## src/rtl/eeprom_prog_pkg.sv

```systemverilog
package eeprom_prog_pkg;
    parameter int WORD_W    = 16;
    parameter int NUM_WORDS = 16;
    localparam int BYTE_W   = WORD_W / 2;
    localparam int WIDX_W   = $clog2(NUM_WORDS);
    localparam int BADDR_W  = WIDX_W + 1;

    typedef enum logic [2:0] {
        OP_NOP   = 3'd0,
        OP_EN    = 3'd1,
        OP_DIS   = 3'd2,
        OP_ERASE = 3'd3,
        OP_WRITE = 3'd4,
        OP_ERAL  = 3'd5,
        OP_WRAL  = 3'd6,
        OP_RSVD  = 3'd7
    } prog_op_e;

    typedef enum logic {
        ST_IDLE = 1'b0,
        ST_BUSY = 1'b1
    } seq_state_e;

    typedef struct packed {
        prog_op_e             op;
        logic [BADDR_W-1:0]   addr;
        logic [WORD_W-1:0]    data;
        logic                 org_byte;
    } prog_req_t;
endpackage

```

## src/rtl/prog_cycle_timer.sv

```systemverilog
module prog_cycle_timer #(
    parameter int CYCLE_TICKS = 20
) (
    input  logic clk,
    input  logic rst_n,
    input  logic start,
    output logic running,
    output logic done
);
    localparam int CNT_W = (CYCLE_TICKS > 2) ? $clog2(CYCLE_TICKS) : 1;
    localparam logic [CNT_W-1:0] LAST = CNT_W'(CYCLE_TICKS - 1);

    logic [CNT_W-1:0] cnt_q;
    logic             run_q;

    always_ff @(posedge clk or negedge rst_n) begin
        if (!rst_n) begin
            run_q <= 1'b0;
            cnt_q <= '0;
        end else if (start) begin
            run_q <= 1'b1;
            cnt_q <= '0;
        end else if (run_q) begin
            if (cnt_q == LAST) begin
                run_q <= 1'b0;
                cnt_q <= '0;
            end else begin
                cnt_q <= cnt_q + 1'b1;
            end
        end
    end

    always_comb begin
        running = run_q;
        done    = run_q && (cnt_q == LAST);
    end

    AST_NO_OVERFLOW: assert property (@(posedge clk) disable iff (!rst_n)
        run_q |-> (cnt_q <= LAST));
endmodule

```

## src/rtl/prog_lane_decode.sv

```systemverilog
module prog_lane_decode
    import eeprom_prog_pkg::*;
(
    input  prog_req_t             req,
    output logic                  all_words,
    output logic [WIDX_W-1:0]     word_idx,
    output logic [WORD_W-1:0]     bit_mask,
    output logic [WORD_W-1:0]     bit_val,
    output logic                  and_mode
);
    logic [WORD_W-1:0] lane_mask;
    logic [WORD_W-1:0] fill;

    always_comb begin
        if (req.org_byte) begin
            word_idx  = req.addr[BADDR_W-1:1];
            lane_mask = req.addr[0] ? {{BYTE_W{1'b1}}, {BYTE_W{1'b0}}}
                                    : {{BYTE_W{1'b0}}, {BYTE_W{1'b1}}};
            fill      = {req.data[BYTE_W-1:0], req.data[BYTE_W-1:0]};
        end else begin
            word_idx  = req.addr[WIDX_W-1:0];
            lane_mask = '1;
            fill      = req.data;
        end
    end

    always_comb begin
        all_words = 1'b0;
        bit_mask  = '0;
        bit_val   = '1;
        and_mode  = 1'b0;
        unique case (req.op)
            OP_ERASE: begin
                bit_mask = lane_mask;
            end
            OP_WRITE: begin
                bit_mask = lane_mask;
                bit_val  = fill;
            end
            OP_ERAL: begin
                all_words = 1'b1;
                bit_mask  = '1;
            end
            OP_WRAL: begin
                all_words = 1'b1;
                bit_mask  = '1;
                bit_val   = fill;
                and_mode  = 1'b1;
            end
            default: begin
                bit_mask = '0;
            end
        endcase
    end
endmodule

```

## src/rtl/prog_cell_array.sv

```systemverilog
module prog_cell_array
    import eeprom_prog_pkg::*;
(
    input  logic                  clk,
    input  logic                  rst_n,
    input  logic                  commit,
    input  logic                  all_words,
    input  logic [WIDX_W-1:0]     word_idx,
    input  logic [WORD_W-1:0]     bit_mask,
    input  logic [WORD_W-1:0]     bit_val,
    input  logic                  and_mode,
    input  logic [WIDX_W-1:0]     rd_idx,
    output logic [WORD_W-1:0]     rd_word
);
    logic [WORD_W-1:0] cells [NUM_WORDS];

    for (genvar g = 0; g < NUM_WORDS; g++) begin : g_word
        logic              hit;
        logic [WORD_W-1:0] next_bits;

        always_comb begin
            hit       = all_words || (word_idx == WIDX_W'(g));
            next_bits = and_mode ? (cells[g] & bit_val) : bit_val;
        end

        always_ff @(posedge clk or negedge rst_n) begin
            if (!rst_n) begin
                cells[g] <= '1;
            end else if (commit && hit) begin
                cells[g] <= (cells[g] & ~bit_mask) | (next_bits & bit_mask);
            end
        end
    end

    always_comb rd_word = cells[rd_idx];
endmodule

```

## src/rtl/eeprom_prog_seq.sv

```systemverilog
module eeprom_prog_seq
    import eeprom_prog_pkg::*;
#(
    parameter int CYCLE_TICKS = 20
) (
    input  logic                clk,
    input  logic                rst_n,
    input  logic                org_byte,
    input  logic                req_valid,
    input  logic [2:0]          req_op,
    input  logic [BADDR_W-1:0]  req_addr,
    input  logic [WORD_W-1:0]   req_data,
    input  logic [BADDR_W-1:0]  rd_addr,
    output logic [WORD_W-1:0]   rd_data,
    output logic                ready
);
    seq_state_e state_q, state_d;
    logic       wen_q;
    prog_req_t  pend_q;
    prog_op_e   op_in;
    logic       accept, is_prog, launch, commit;
    logic       tmr_run, tmr_done;

    logic                all_words, and_mode;
    logic [WIDX_W-1:0]   word_idx, rd_idx;
    logic [WORD_W-1:0]   bit_mask, bit_val, rd_word;

    always_comb begin
        op_in   = prog_op_e'(req_op);
        accept  = req_valid && (state_q == ST_IDLE);
        is_prog = (op_in == OP_ERASE) || (op_in == OP_WRITE) ||
                  (op_in == OP_ERAL)  || (op_in == OP_WRAL);
        launch  = accept && is_prog && wen_q;
    end

    // next state
    always_comb begin
        state_d = state_q;
        unique case (state_q)
            ST_IDLE: if (launch)   state_d = ST_BUSY;
            ST_BUSY: if (tmr_done) state_d = ST_IDLE;
            default:               state_d = ST_IDLE;
        endcase
    end

    // state register
    always_ff @(posedge clk or negedge rst_n) begin
        if (!rst_n) state_q <= ST_IDLE;
        else        state_q <= state_d;
    end

    // outputs
    always_comb begin
        ready  = (state_q == ST_IDLE);
        commit = (state_q == ST_BUSY) && tmr_done;
    end

    // enable latch and captured request
    always_ff @(posedge clk or negedge rst_n) begin
        if (!rst_n) begin
            wen_q  <= 1'b0;
            pend_q <= '0;
        end else begin
            if (accept && op_in == OP_EN)  wen_q <= 1'b1;
            if (accept && op_in == OP_DIS) wen_q <= 1'b0;
            if (launch) begin
                pend_q.op       <= op_in;
                pend_q.addr     <= req_addr;
                pend_q.data     <= req_data;
                pend_q.org_byte <= org_byte;
            end
        end
    end

    prog_cycle_timer #(.CYCLE_TICKS(CYCLE_TICKS)) u_timer (
        .clk     (clk),
        .rst_n   (rst_n),
        .start   (launch),
        .running (tmr_run),
        .done    (tmr_done)
    );

    prog_lane_decode u_decode (
        .req       (pend_q),
        .all_words (all_words),
        .word_idx  (word_idx),
        .bit_mask  (bit_mask),
        .bit_val   (bit_val),
        .and_mode  (and_mode)
    );

    prog_cell_array u_array (
        .clk       (clk),
        .rst_n     (rst_n),
        .commit    (commit),
        .all_words (all_words),
        .word_idx  (word_idx),
        .bit_mask  (bit_mask),
        .bit_val   (bit_val),
        .and_mode  (and_mode),
        .rd_idx    (rd_idx),
        .rd_word   (rd_word)
    );

    // read path, independent of the enable latch
    always_comb begin
        if (org_byte) begin
            rd_idx  = rd_addr[BADDR_W-1:1];
            rd_data = rd_addr[0] ? {{BYTE_W{1'b0}}, rd_word[WORD_W-1:BYTE_W]}
                                 : {{BYTE_W{1'b0}}, rd_word[BYTE_W-1:0]};
        end else begin
            rd_idx  = rd_addr[WIDX_W-1:0];
            rd_data = rd_word;
        end
    end

    AST_LOCKED_NO_CYCLE: assert property (@(posedge clk) disable iff (!rst_n)
        (req_valid && ready && !wen_q) |=> ready);
    AST_BUSY_NEEDS_REQ: assert property (@(posedge clk) disable iff (!rst_n)
        $fell(ready) |-> $past(req_valid));
    AST_HOLD_BUSY: assert property (@(posedge clk) disable iff (!rst_n)
        (!ready && !tmr_done) |=> !ready);
    AST_RELEASE_ON_COUNT: assert property (@(posedge clk) disable iff (!rst_n)
        $rose(ready) |-> $past(tmr_done));
    AST_TIMER_MATCHES_STATE: assert property (@(posedge clk) disable iff (!rst_n)
        !ready |-> tmr_run);
    AST_LATCH_FROZEN: assert property (@(posedge clk) disable iff (!rst_n)
        !ready |=> $stable(wen_q));
endmodule

```

## config.mk

```make
export PLATFORM = sky130hd
export DESIGN_NAME = eeprom_prog_seq
export DESIGN_NICKNAME = d
export VERILOG_FILES = /design/src/rtl/eeprom_prog_pkg.sv /design/src/rtl/prog_cycle_timer.sv /design/src/rtl/prog_lane_decode.sv /design/src/rtl/prog_cell_array.sv /design/src/rtl/eeprom_prog_seq.sv
export SDC_FILE = /design/constraint.sdc
export NUM_CORES = 1
export LEC_CHECK = 0
export BUFFER_PORTS_ARGS = -buffer_cell sky130_fd_sc_hd__buf_4
export CAP_MARGIN = 20
export CORE_ASPECT_RATIO = 0.7
export CORE_UTILIZATION = 40
export DETAILED_ROUTE_END_ITERATION = 8
export PLACE_DENSITY_LB_ADDON = 0.08
export SLEW_MARGIN = 20
export SYNTH_ARGS = -nofsm -noshare
export SYNTH_HDL_FRONTEND = slang
export SYNTH_SLANG_ARGS = --single-unit
```

## constraint.sdc

```tcl
create_clock -name clk -period 2.32 [get_ports clk]
set_clock_uncertainty 0.1 [all_clocks]
set_input_delay 0.232 -clock clk [delete_from_list [all_inputs] [get_ports clk]]
set_output_delay 0.232 -clock clk [all_outputs]
set_load 0.005 [all_outputs]
```

Word-level counts from Yosys, hierarchy flattened --
Cells that the tools add are included.
Storage, ports and cells: register bits 289, word-level logic and storage cells 208
Cells by class: equality and inequality tests 26, muxes and demuxes 41, bitwise gates (word level) 67, $lt $le $gt $ge 1, add/subtract/negate cells 1, reductions and logical operators 48
Operators with widths (number):
- AND 16 bit | 48
- 2-to-1 mux 16 bit | 23
- bitwise OR 16 bit | 16
- binary-select mux 16 bit (select 4 bit) | 1
- equality test 4 bit (second input constant) | 8
- case mux 16 bit (2 select lines) | 1
- logical AND 1 bit | 23
- logical OR 1 bit | 19
- equality test 3 bit (second input constant) | 6
- equality test 4 x 3 -> 1 bit (second input constant) | 4
- NOT 16 bit | 1
- 2-to-1 mux 5 bit | 3
- equality test 3 x 2 -> 1 bit (second input constant) | 3
- 2-to-1 mux 1 bit | 9
- equality test 4 x 2 -> 1 bit (second input constant) | 2
- 2-to-1 mux 4 bit | 2
- 2-to-1 mux 8 bit | 1
- OR reduction 2 bit | 3
- adder 5 x 1 -> 5 bit (second input constant) | 1
- equality test 5 bit (second input constant) | 1
- >= comparator 5 bit (second input constant) | 1
- NOT 4 -> 5 bit | 1
- equality test 4 x 1 -> 1 bit (second input constant) | 1
- logical NOT 4 bit | 1
- 4 further kinds | 5

Longest topological paths before layout --
Gate-level depths: netlist of the first run.
depth after elaboration 8, mapped depth 9

Cells and area by module --
A second synthesis of the first run with hierarchy kept.
Unflattened totals: cell total of the unflattened synthesis 1565, area, all modules 17270.3 um^2
Modules (own cells, without submodules):
- prog_cell_array | times used 1, area an instance 15175.8 um^2, sequential area each 6726.5 um^2, cells an instance 1379
- eeprom_prog_seq | times used 1, area an instance 1373.8 um^2, sequential area each 675.6 um^2, cells an instance 100
- prog_lane_decode | times used 1, area an instance 405.4 um^2, sequential area each 0.0 um^2, cells an instance 56
- prog_cycle_timer | times used 1, area an instance 315.3 um^2, sequential area each 150.1 um^2, cells an instance 30

Worst setup path after synthesis of the first run --
OpenSTA, ideal clock, no wires.
path type input -> output, start input port rd_addr[2], end output port rd_data[5], path slack 0.084 ns, stages on the path 8, arrival time 1.904 ns, cells stage by stage clkbuf_1 and3b_1 or2_1 buf_6 a222oi_1 a21oi_1 a311o_1 o22a_1
Between the ends: cells in the longest elaborated chain, start to end 7
Ends and longest elaborated chain:
- from (decl) | RTL line eeprom_prog_seq.sv:13 | input logic [BADDR_W-1:0] rd_addr,
- 2-to-1 mux 4 bit (*) | RTL line eeprom_prog_seq.sv:107 | if (org_byte) begin
- NOT 4 -> 5 bit (not written as such) (*) | RTL line prog_cell_array.sv:35 | always_comb rd_word = cells[rd_idx];
- binary-select mux 16 bit (select 4 bit) (*) | RTL line prog_cell_array.sv:35
- 2-to-1 mux 16 bit (not written as such) (*) (2 in a row) | RTL line prog_cell_array.sv:35
- 2-to-1 mux 8 bit | RTL line eeprom_prog_seq.sv:109 | rd_data = rd_addr[0] ? {{BYTE_W{1'b0}}, rd_word[WORD_W-1:BYTE_W]}
- 2-to-1 mux 16 bit (*) | RTL line eeprom_prog_seq.sv:107
- to (decl) | RTL line eeprom_prog_seq.sv:14 | output logic [WORD_W-1:0] rd_data,
Mark *: on every way between the ends. The rest lies on a longest branch, timed or not. The select of a mux whose other input is x is not followed.

==> results.cfg, run 1 <==
[run_status]
status = finished with violations
violations = negative setup slack

[place]
place_inst = 1964
place_congestion = 0.976
place_area_um2 = 16600
dp_hpwl_mm = 38.7
io_buffers = 49

[synthesis]
synth_area_um2 = 14200
synth_edf_count = 0
synth_mux_area_share_pct = 4.59
ys_top_cells_by_count = dfstp_2 (256), a21oi_1 (154), nor2_1 (141)
synth-seq-area-share_pct = 53.0
synth_compound_area_share_pct = 26.4
synth_cell_types = 73
postSynthCellCount = 1339
synth.most_common_cell = dfstp_2
syn-num-nets = 1373
async_flop_share_pct = 100
yosys.area.top_type = dfstp_2
synth_top_area_share_pct = 47.2
synth_warnings = 0
syn_area_per_cell_um2 = 10.6
yosys_register_bits = 289
synthXorXnorAreaFrac_pct = 0.184
yosys.area_share.simple_pct = 12.5
ys_top_cells_by_area = dfstp_2 (47%), o22a_1 (7.6%), dfrtp_1 (5.8%)
post_synth_fa_ha_maj_area_fraction_pct = 0.0879
synth_ff_type = dfstp_2
synth_top_family_by_area = compound AO/OA/AOI/OAI gates

[cts]
clock-sinks = 289
htreeDepth = 1
clkLatencyLatePin_ps = 580
cts_root_buf = clkbuf_16
numCtsBuffers = 30
clockBufferDepth = 3
cts_tree = done
clk_pin_slew_worst_paths_ps = 60

[route]
totalWireLength_mm = 53.0
routed-via-count = 12400
first_pass_iters = 7
first_iter_violations = 1417
viasPerCell = 6.02
ant_nets = 0
drc_errors = 0
wl_per_cell_um = 25.8

[timing]
min_period_ps = 2650
setup_ws_ps = -330
rsz0062_at_grt = true
worstMarginPinSlew_ps = 540
fin_crit_sh_pct = 114
hold_viol_final = 0
drv_slew = 0
max_freq_mhz = 377
setup_violations = 16
maxSlewHeadroom_pct = 63.6

[critical_path]
cp_max_fo = 2
worstSetupStartpointType = flop
rrSetupSlack_ps = 100
cp.arrival_ps = 2320
r2r_cells = 8
cp_data_required_time_ps = 1990
rr_startpoint = pend_q[0]
cp-endpoint = rd_data[5]
crit_type = flop to primary output
crit_path_end_kind = primary output

[floorplanning]
die_h_um = 160
die_area_um2 = 36400
start_util_pct = 40.8
rows = 57
core_um2 = 34900
die_w_um = 228
ios = 50

[final_layout]
antenna_cells = 0
post-route-util_pct = 52.3
layout-drive-gt1-share_pct = 43.1
finalNonFillerCells = 2053
design_area_um2 = 18200
final.fill_count = 3146
nets = 1591
area_growth_pct = 28.1

[global_routing]
grt_max_degree = 72
grt-ovfl-total = 0
grt_usage_pct = 29.7
grt_antenna_before_repair = 0
grt_pass1_vias = 12100
grt_first_pass_wirelength_mm = 80.1

[power]
seq_power_share_pct = 44.9
leakagePower_nw = 7.14
p_sw_w = 0.00861
power_frac_clock_pct = 20.7
p_comb_share_pct = 34.5
switching_share_pct = 35.9
internal-power_w = 0.0154
vdd.ir_drop.worst_uv = 646
p_per_area_nw_per_um2 = 1310

[hold_path]
hold_path_class = primary input to flop
min_from = org_byte

[flow_run]
maxCapViolations = 0
critical path: stages, from the launching register on:
cell	delay, ps
dfstp_2	390
a222oi_1	390
a21oi_1	180
a311o_1	430
o22a_1	230
buf_4	130
routing by layer:
metal,global-route usage (%),share of wire (%),vias up
li1,-,-,5486
met1,47.6,49,6259
met2,38.8,39,525
met3,7.47,8.9,87
met4,7.26,2.4,0
met5,0,0,-
power groups by stage:
stage               Sequential, W  Clock, W  Combinational, W
floorplan                 0.00965         0           0.00495
global placement           0.0107         0           0.00770
detailed placement         0.0106         0           0.00783
CTS                        0.0106   0.00502           0.00796
global route               0.0110   0.00523           0.00892
finish                     0.0108   0.00495           0.00826
worst min-delay path by stage:
stage	to	slack, ps	depth (start not counted)
2_1_floorplan	pend_q[0]	-160	0
3_3_place_gp	pend_q[20]	340	3
3_5_place_dp	pend_q[20]	340	3
4_1_cts	pend_q[0]	30	3
5_1_grt	pend_q[0]	50	3
6_report	pend_q[0]	70	3
cells by family (layout without fill, tap and decap cells):
group                      after synthesis  in the layout
and+or+nand+nor                        358            358
xor gates and xnor gates                 3              3
adders and majority gates                1              1
muxes                                   61             61
AOI/OAI and AO/OA                      517            517
buffers and inverters                  110            352
DFF                                    289            289
placed cells by master, fill, tap and decap left out, types with 19 or more instances in the layout:
| cell | count |
|---|---|
| buf_4 | 229 |
| dfrtp_1 | 32 |
| mux2_2 | 29 |
| o21ai_0 | 23 |
| a222oi_1 | 24 |
| dfstp_2 | 256 |
| nor2_1 | 133 |
| nand2_1 | 72 |
| clkbuf_16 | 32 |
| dlygate4sd3_1 | 27 |
| a22o_1 | 23 |
| a21oi_1 | 149 |
| mux2i_1 | 26 |
| a2bb2oi_1 | 41 |
| a22oi_1 | 36 |
| nand2b_1 | 19 |
| o22a_1 | 124 |
timing repair:
item | in CTS | in global routing
hold buffers | 27 | 0
resized for setup | 39 | 53
pin swaps | 33 | 36
setup endpoints to repair | 26 | 184
setup buffers | 1 | 5
hold endpoints to repair | 100 | 0
cloned | 0 | 1
metrics by stage:
step / power (W) / hold WS, ps / worst slack (ps) / TNS (ps)
3_3_place_gp: 0.0184 / 342 / -405 / -6480
5_1_grt: 0.0251 / 49.8 / -352 / -4250
4_1_cts: 0.0236 / 33.5 / -321 / -3480
2_1_floorplan: 0.0146 / -164 / 84.2 / 0
3_5_place_dp: 0.0185 / 345 / -405 / -5150
6_report: 0.0240 / 73.5 / -330 / -3560
cell type report:
| class | instances | area (um^2) | area share [%] |
|---|---|---|---|
| multi-input combinational | 940 | 6510 | 35.7 |
| clock inverter | 13 | 135 | 0.741 |
| clock buffer | 43 | 861 | 4.72 |
| inverter | 5 | 18.8 | 0.103 |
| tap | 472 | 591 | 3.24 |
| timing repair buffer | 291 | 2570 | 14.1 |
| sequential | 289 | 7550 | 41.4 |
Power figures use the tool's default switching activity.
==> run 2, diff against run 1 <==
- ABC_CLOCK_PERIOD_IN_PS: default -> 2800
- BUFFER_PORTS_ARGS: -buffer_cell sky130_fd_sc_hd__buf_4 -> default
- DONT_BUFFER_PORTS: default -> 1
- clock period: 2.32 -> 2.8 ns (I/O delays scaled with it)
==> run 2 against run 1 <==
  * Sequential share of layout area rose by 4.4 points
  * Worst hold slack got worse by 630 ps
  * Utilization fell by 5.0 points
  * Wire length fell by 1.3%
  * Cell area fell by 9.6%
  * Register-to-register slack improved by 130 ps
  * Critical endpoint is now rd_data[2]
  * Die area did not move
  * Sequential power fell by 18%
  * Power fell by 21%
  * Non-clock buffer count fell by 166
  * Clock power fell by 16%
  * The run ends with negative hold slack left
==> results.cfg, run 2 (synthesis gave the netlist of run 1 again) <==
[place]
place_congestion = 0.996
dp_hpwl_mm = 36.4
io_buffers = 0

[floorplanning]
die_h_um = 160
rows = 57
ios = 50
die_w_um = 228
start_util_pct = 40.8
core_um2 = 34900
die_area_um2 = 36400

[global_routing]
use_met3_pct = 7.47
grt_max_degree = 290
grt_first_pass_wirelength_mm = 78.4
grt_pass1_vias = 11300
met2_usage_pct = 38.0
grt_usage_pct = 29.3
grt_antenna_before_repair = 0
grt-busiest-layer = met1
grt_use_met1_pct = 48.1
grt-ovfl-total = 0

[route]
drc_errors = 0
totalWireLength_mm = 52.3
viasPerCell = 6.21
ant_nets = 0
first_pass_iters = 6
wl_per_cell_um = 27.7
routed-via-count = 11700
first_iter_violations = 1825

[timing]
whs_ps = -558
hold_viol_final = 289
worstMarginPinSlew_ps = 1000
setup_violations = 0
tns_ps = 0
maxSlewHeadroom_pct = 32.8
rsz0062_at_grt = false
drv_slew = 0
min_period_ps = 2690
fin_crit_sh_pct = 96.1
max_freq_mhz = 372

[final_layout]
final_common_cell = dfstp_2
nets = 1425
area_growth_pct = 15.7
mostFrequentLayoutCells = dfstp_2 (256), a21oi_1 (154), nor2_1 (139)
final.fill_count = 3227
layout-drive-gt1-share_pct = 33.4

[flow_run]
maxCapViolations = 0

[cts]
clockBufferDepth = 3
cts_root_buf = clkbuf_16
hold_buffers = 26
htreeDepth = 1
cts_tree = done
clock-sinks = 289
clkLatencyLatePin_ps = 570
clk_pin_slew_worst_paths_ps = 70
numCtsBuffers = 30

[critical_path]
slowest_delay_ps = 560
crit_buf_inv = 1
crit_path_end_kind = primary output
cp_max_fo = 2
cp_common_cell = mux2i_1
worstSetupStartpointType = flop
cp.arrival_ps = 2310
cpLargestDelayFamily = flip-flops
worstPathCellList = nand2b_1 > mux2i_1 > a2111oi_0 > a21o_1 > mux2i_1 > a2bb2oi_2 > buf_4
cp_data_required_time_ps = 2420
crit_type = flop to primary output
crit_slowest_cell = dfstp_2

[power]
fin_total_pwr_w = 0.0189
leakagePower_nw = 6.24
vdd.ir_drop.worst_uv = 515
p_per_area_nw_per_um2 = 1150

[hold_path]
hold_path_class = primary input to asynchronous set/reset pin

[run_status]
violations = negative hold slack
status = finished with violations
run 2: layout make-up:
type / count / area, um^2 / area share, %
Antenna cell: 1 / 2.50 / 0.0152
Clock buffer: 38 / 832 / 5.05
Clock inverter: 17 / 174 / 1.06
Inverter: 5 / 18.8 / 0.114
Multi-Input combinational cell: 940 / 6260 / 38.0
Sequential cell: 289 / 7550 / 45.8
Tap cell: 472 / 591 / 3.58
Timing Repair Buffer: 125 / 1050 / 6.39
run 2: metrics by stage:
stage | setup slack [ps] | instance area (um^2) | instances | util [%]
global placement | 188 | 15200 | 1805 | 43.6
detailed placement | 179 | 15200 | 1805 | 43.6
finish | 110 | 16500 | 1887 | 47.3
CTS | 68.2 | 16500 | 1886 | 47.2
global route | 26.9 | 16500 | 1886 | 47.3
floorplan | 468 | 14200 | 1339 | -
run 2: repair_timing:
| action | 4_1_cts | 5_1_grt |
|---|---|---|
| endpoints found under the hold margin | 315 | 289 |
| setup buffers | 0 | 0 |
| resized for setup | 0 | 4 |
| endpoints found under the setup margin | 0 | 17 |
run 2: power breakdown:
part | switching [W] | total (W) | leakage (nW) | internal [W]
clock | 0.00178 | 0.00416 | 0.502 | 0.00238
combinational | 0.00336 | 0.00588 | 2.71 | 0.00252
sequential | 0.00168 | 0.00888 | 3.04 | 0.00719
total | 0.00683 | 0.0189 | 6.24 | 0.0121
run 2: final timing paths:
path	startpoint	end	slack [ps]	cells after the start
max	flop	rd_data[2]	110	7
min	rst_n	pend_q[21]	-560	0
max reg2reg	pend_q[0]	flop	230	8
min reg2reg	flop	flop	400	1
max in group asynchronous	rst_n	pend_q[5]	2670	0
min in group clk	req_valid	u_timer.cnt_q[3]	20	2
run 2: routing by layer:
| metal | share of wire, % | routed length [um] |
|---|---|---|
| met5 | 0 | 0 |
| met4 | 1.7 | 869 |
| met3 | 10 | 5440 |
| met2 | 39 | 20600 |
| met1 | 49 | 25500 |
==> run 3, diff against run 2 <==
- ABC_AREA: default -> 1
==> run 3 against run 2 <==
  * The run still ends with negative hold slack left
  * Register-to-register slack improved by 280 ps
  * Area after synthesis increased by 24%
  * Cell area is 17% higher
  * Maximum frequency rose by 7.2%
  * Utilization fell by 3.0 points
  * Wire length grew 2.7%
  * Global-route usage is 4.8 points lower
  * Non-clock buffer count is 58 lower
  * Sequential cell count stayed put
  * Die area is 24% higher
  * Worst hold slack lost 69 ps
  * Critical endpoint is now rd_data[4]
  * Largest cell class is now multi-input gates
  * Largest power group unchanged
  * Highest routed layer unchanged
==> results.cfg, run 3 <==
[route]
first_pass_iters = 6
ant_nets = 0
viasPerCell = 5.27
drc_errors = 0
wl_per_cell_um = 19.4
routed-via-count = 14600
first_iter_violations = 1600
totalWireLength_mm = 53.8

[synthesis]
synth_cell_types = 34
syn_area_per_cell_um2 = 8.05
synth_area_um2 = 17700
yosys.area.top_type = dfstp_2
synth_edf_count = 0
synth_ff_type = dfstp_2
yosys_register_bits = 289
synth-seq-area-share_pct = 42.7
ys_top_cells_by_area = dfstp_2 (38%), o21ai_2 (11%), nand2_1 (11%)
ys_top_cells_by_count = nand2_1 (526), nand3_1 (294), o21ai_0 (280)
postSynthCellCount = 2196
synth.most_common_cell = nand2_1
synth_top_area_share_pct = 38.0
syn-num-nets = 2230
async_flop_share_pct = 100
synth_warnings = 0

[final_layout]
final_common_cell = nand2_1
final.fill_count = 4372
mostFrequentLayoutCells = nand2_1 (523), nand3_1 (293), o21ai_0 (280)
regArea_um2 = 7550
design_area_um2 = 19300
layout-drive-gt1-share_pct = 28.9
multi_input_area_um2 = 8210
antenna_cells = 0
area_growth_pct = 9.38
nets = 2186

[run_status]
violations = negative hold slack
status = finished with violations

[timing]
tns_ps = 0
min_period_ps = 2510
maxSlewHeadroom_pct = 19.4
setup_violations = 0
fin_crit_sh_pct = 89.6
drv_slew = 0
max_freq_mhz = 398
whs_ps = -627
rsz0062_at_grt = false
worstMarginPinSlew_ps = 1210
setup_ws_ps = 291
hold_viol_final = 161

[floorplanning]
die_w_um = 253
die_h_um = 178
rows = 64
start_util_pct = 40.5
ios = 50
core_um2 = 43600
die_area_um2 = 45100

[global_routing]
grt-ovfl-total = 0
grt_max_degree = 290
grt-busiest-layer = met2
grt_antenna_before_repair = 2
grt_usage_pct = 24.5
grt_use_met1_pct = 36.6
grt_pass1_vias = 14000
grt_first_pass_wirelength_mm = 84.9
met2_usage_pct = 37.4
use_met3_pct = 3.34

[cts]
cts_root_buf = clkbuf_16
clockBufferDepth = 3
hold_buffers = 27
htreeDepth = 2
clkLatencyLatePin_ps = 530
clock-sinks = 289
clk_pin_slew_worst_paths_ps = 70
cts-resized-gates = 0
post_cts_buffers = 0
cts_tree = done
numCtsBuffers = 34

[power]
leakagePower_nw = 7.58
vdd.ir_drop.worst_uv = 426
p_per_area_nw_per_um2 = 718

[critical_path]
r2r_cells = 4
cp.arrival_ps = 2130
crit_path_end_kind = primary output
worstSetupStartpointType = primary input
cp_max_fo = 65
crit_type = primary input to primary output
cp_data_required_time_ps = 2420

[hold_path]
hold_path_class = primary input to asynchronous set/reset pin

[place]
place_ws_ps = 324
dp_hpwl_mm = 32.6
place_congestion = 0.929
io_buffers = 0
place_area_um2 = 18000

[flow_run]
maxCapViolations = 0
## run 3: cell types whose count changed after synthesis, sizes merged, moves of 31 or more
| cell | change |
|---|---|
| a21oi | -144 |
| o22a | -124 |
| nor2 | -143 |
| inv | +276 |
| mux2 | -31 |
| buf | +39 |
| nand2 | +449 |
| a2bb2oi | -44 |
| nand3 | +320 |
| o21ai | +530 |
| a22oi | -38 |
## run 3: layout make-up
class / instances / share of cell area, %
Multi-Input combinational cell: 1479 / 42.5
Sequential cell: 289 / 39.1
Clock buffer: 57 / 5.64
Inverter: 281 / 5.45
Tap cell: 594 / 3.84
Timing Repair Buffer: 67 / 3.47
Clock inverter: 3 / 0.0776
## run 3: kinds of logic (layout without fill, tap and decap cells)
| kind of cell | Yosys count | count (layout) | share of synthesized area, % |
|---|---|---|---|
| adder cells (fa/ha/maj) | 1 | 1 | 0.0708 |
| buffers and inverters | 428 | 408 | 11.1 |
| AO/OA/AOI/OAI | 587 | 587 | 21.8 |
| XOR/XNOR | 3 | 3 | 0.149 |
| AND/OR/NAND/NOR | 888 | 888 | 24.2 |
| flip-flops | 289 | 289 | 42.7 |
## run 3: path summary, 6_finish.rpt
kind                                start                to  slack, ps
worst max-delay path             org_byte        rd_data[4]        290
worst min-delay path                rst_n  u_timer.cnt_q[2]       -630
worst max register to register  pend_q[0]              flop        510
worst min register to register       flop              flop        380
max in group asynchronous           rst_n           state_q       2270
min in group clk                req_op[1]   u_timer.running         90
## run 3: through the flow
stage	power, W	util [%]	cells	hold WS [ps]
finish	0.0139	44.3	2770	-627
global route	0.0147	44.3	2770	-644
global placement	0.00934	41.2	2683	-77.2
floorplan	0.00816	-	2196	-116
detailed placement	0.00940	41.2	2683	-78.8
CTS	0.0140	44.3	2770	-637
## run 3: critical path: stages
cell and delay (ps):
nand2_2 300, nand2_4 240, buf_12 330, nand2_1 150, nand3_1 100, nand3_1 70
nand3_1 190, nand3_1 200, nand2_1 150, inv_1 70
## run 3: where the power goes
part	switching [W]	internal [W]	total, W
registers	0.000226	0.00453	0.00475
clock network	0.00182	0.00265	0.00447
logic	0.00350	0.00116	0.00466
total	0.00555	0.00833	0.0139
## run 3: metal layers
layer  vias up  part of all wire, %
met5         -                    0
met4         0                  1.8
met3        59                  5.0
met2       341                   44
met1      7084                   49
li1       7119                    -
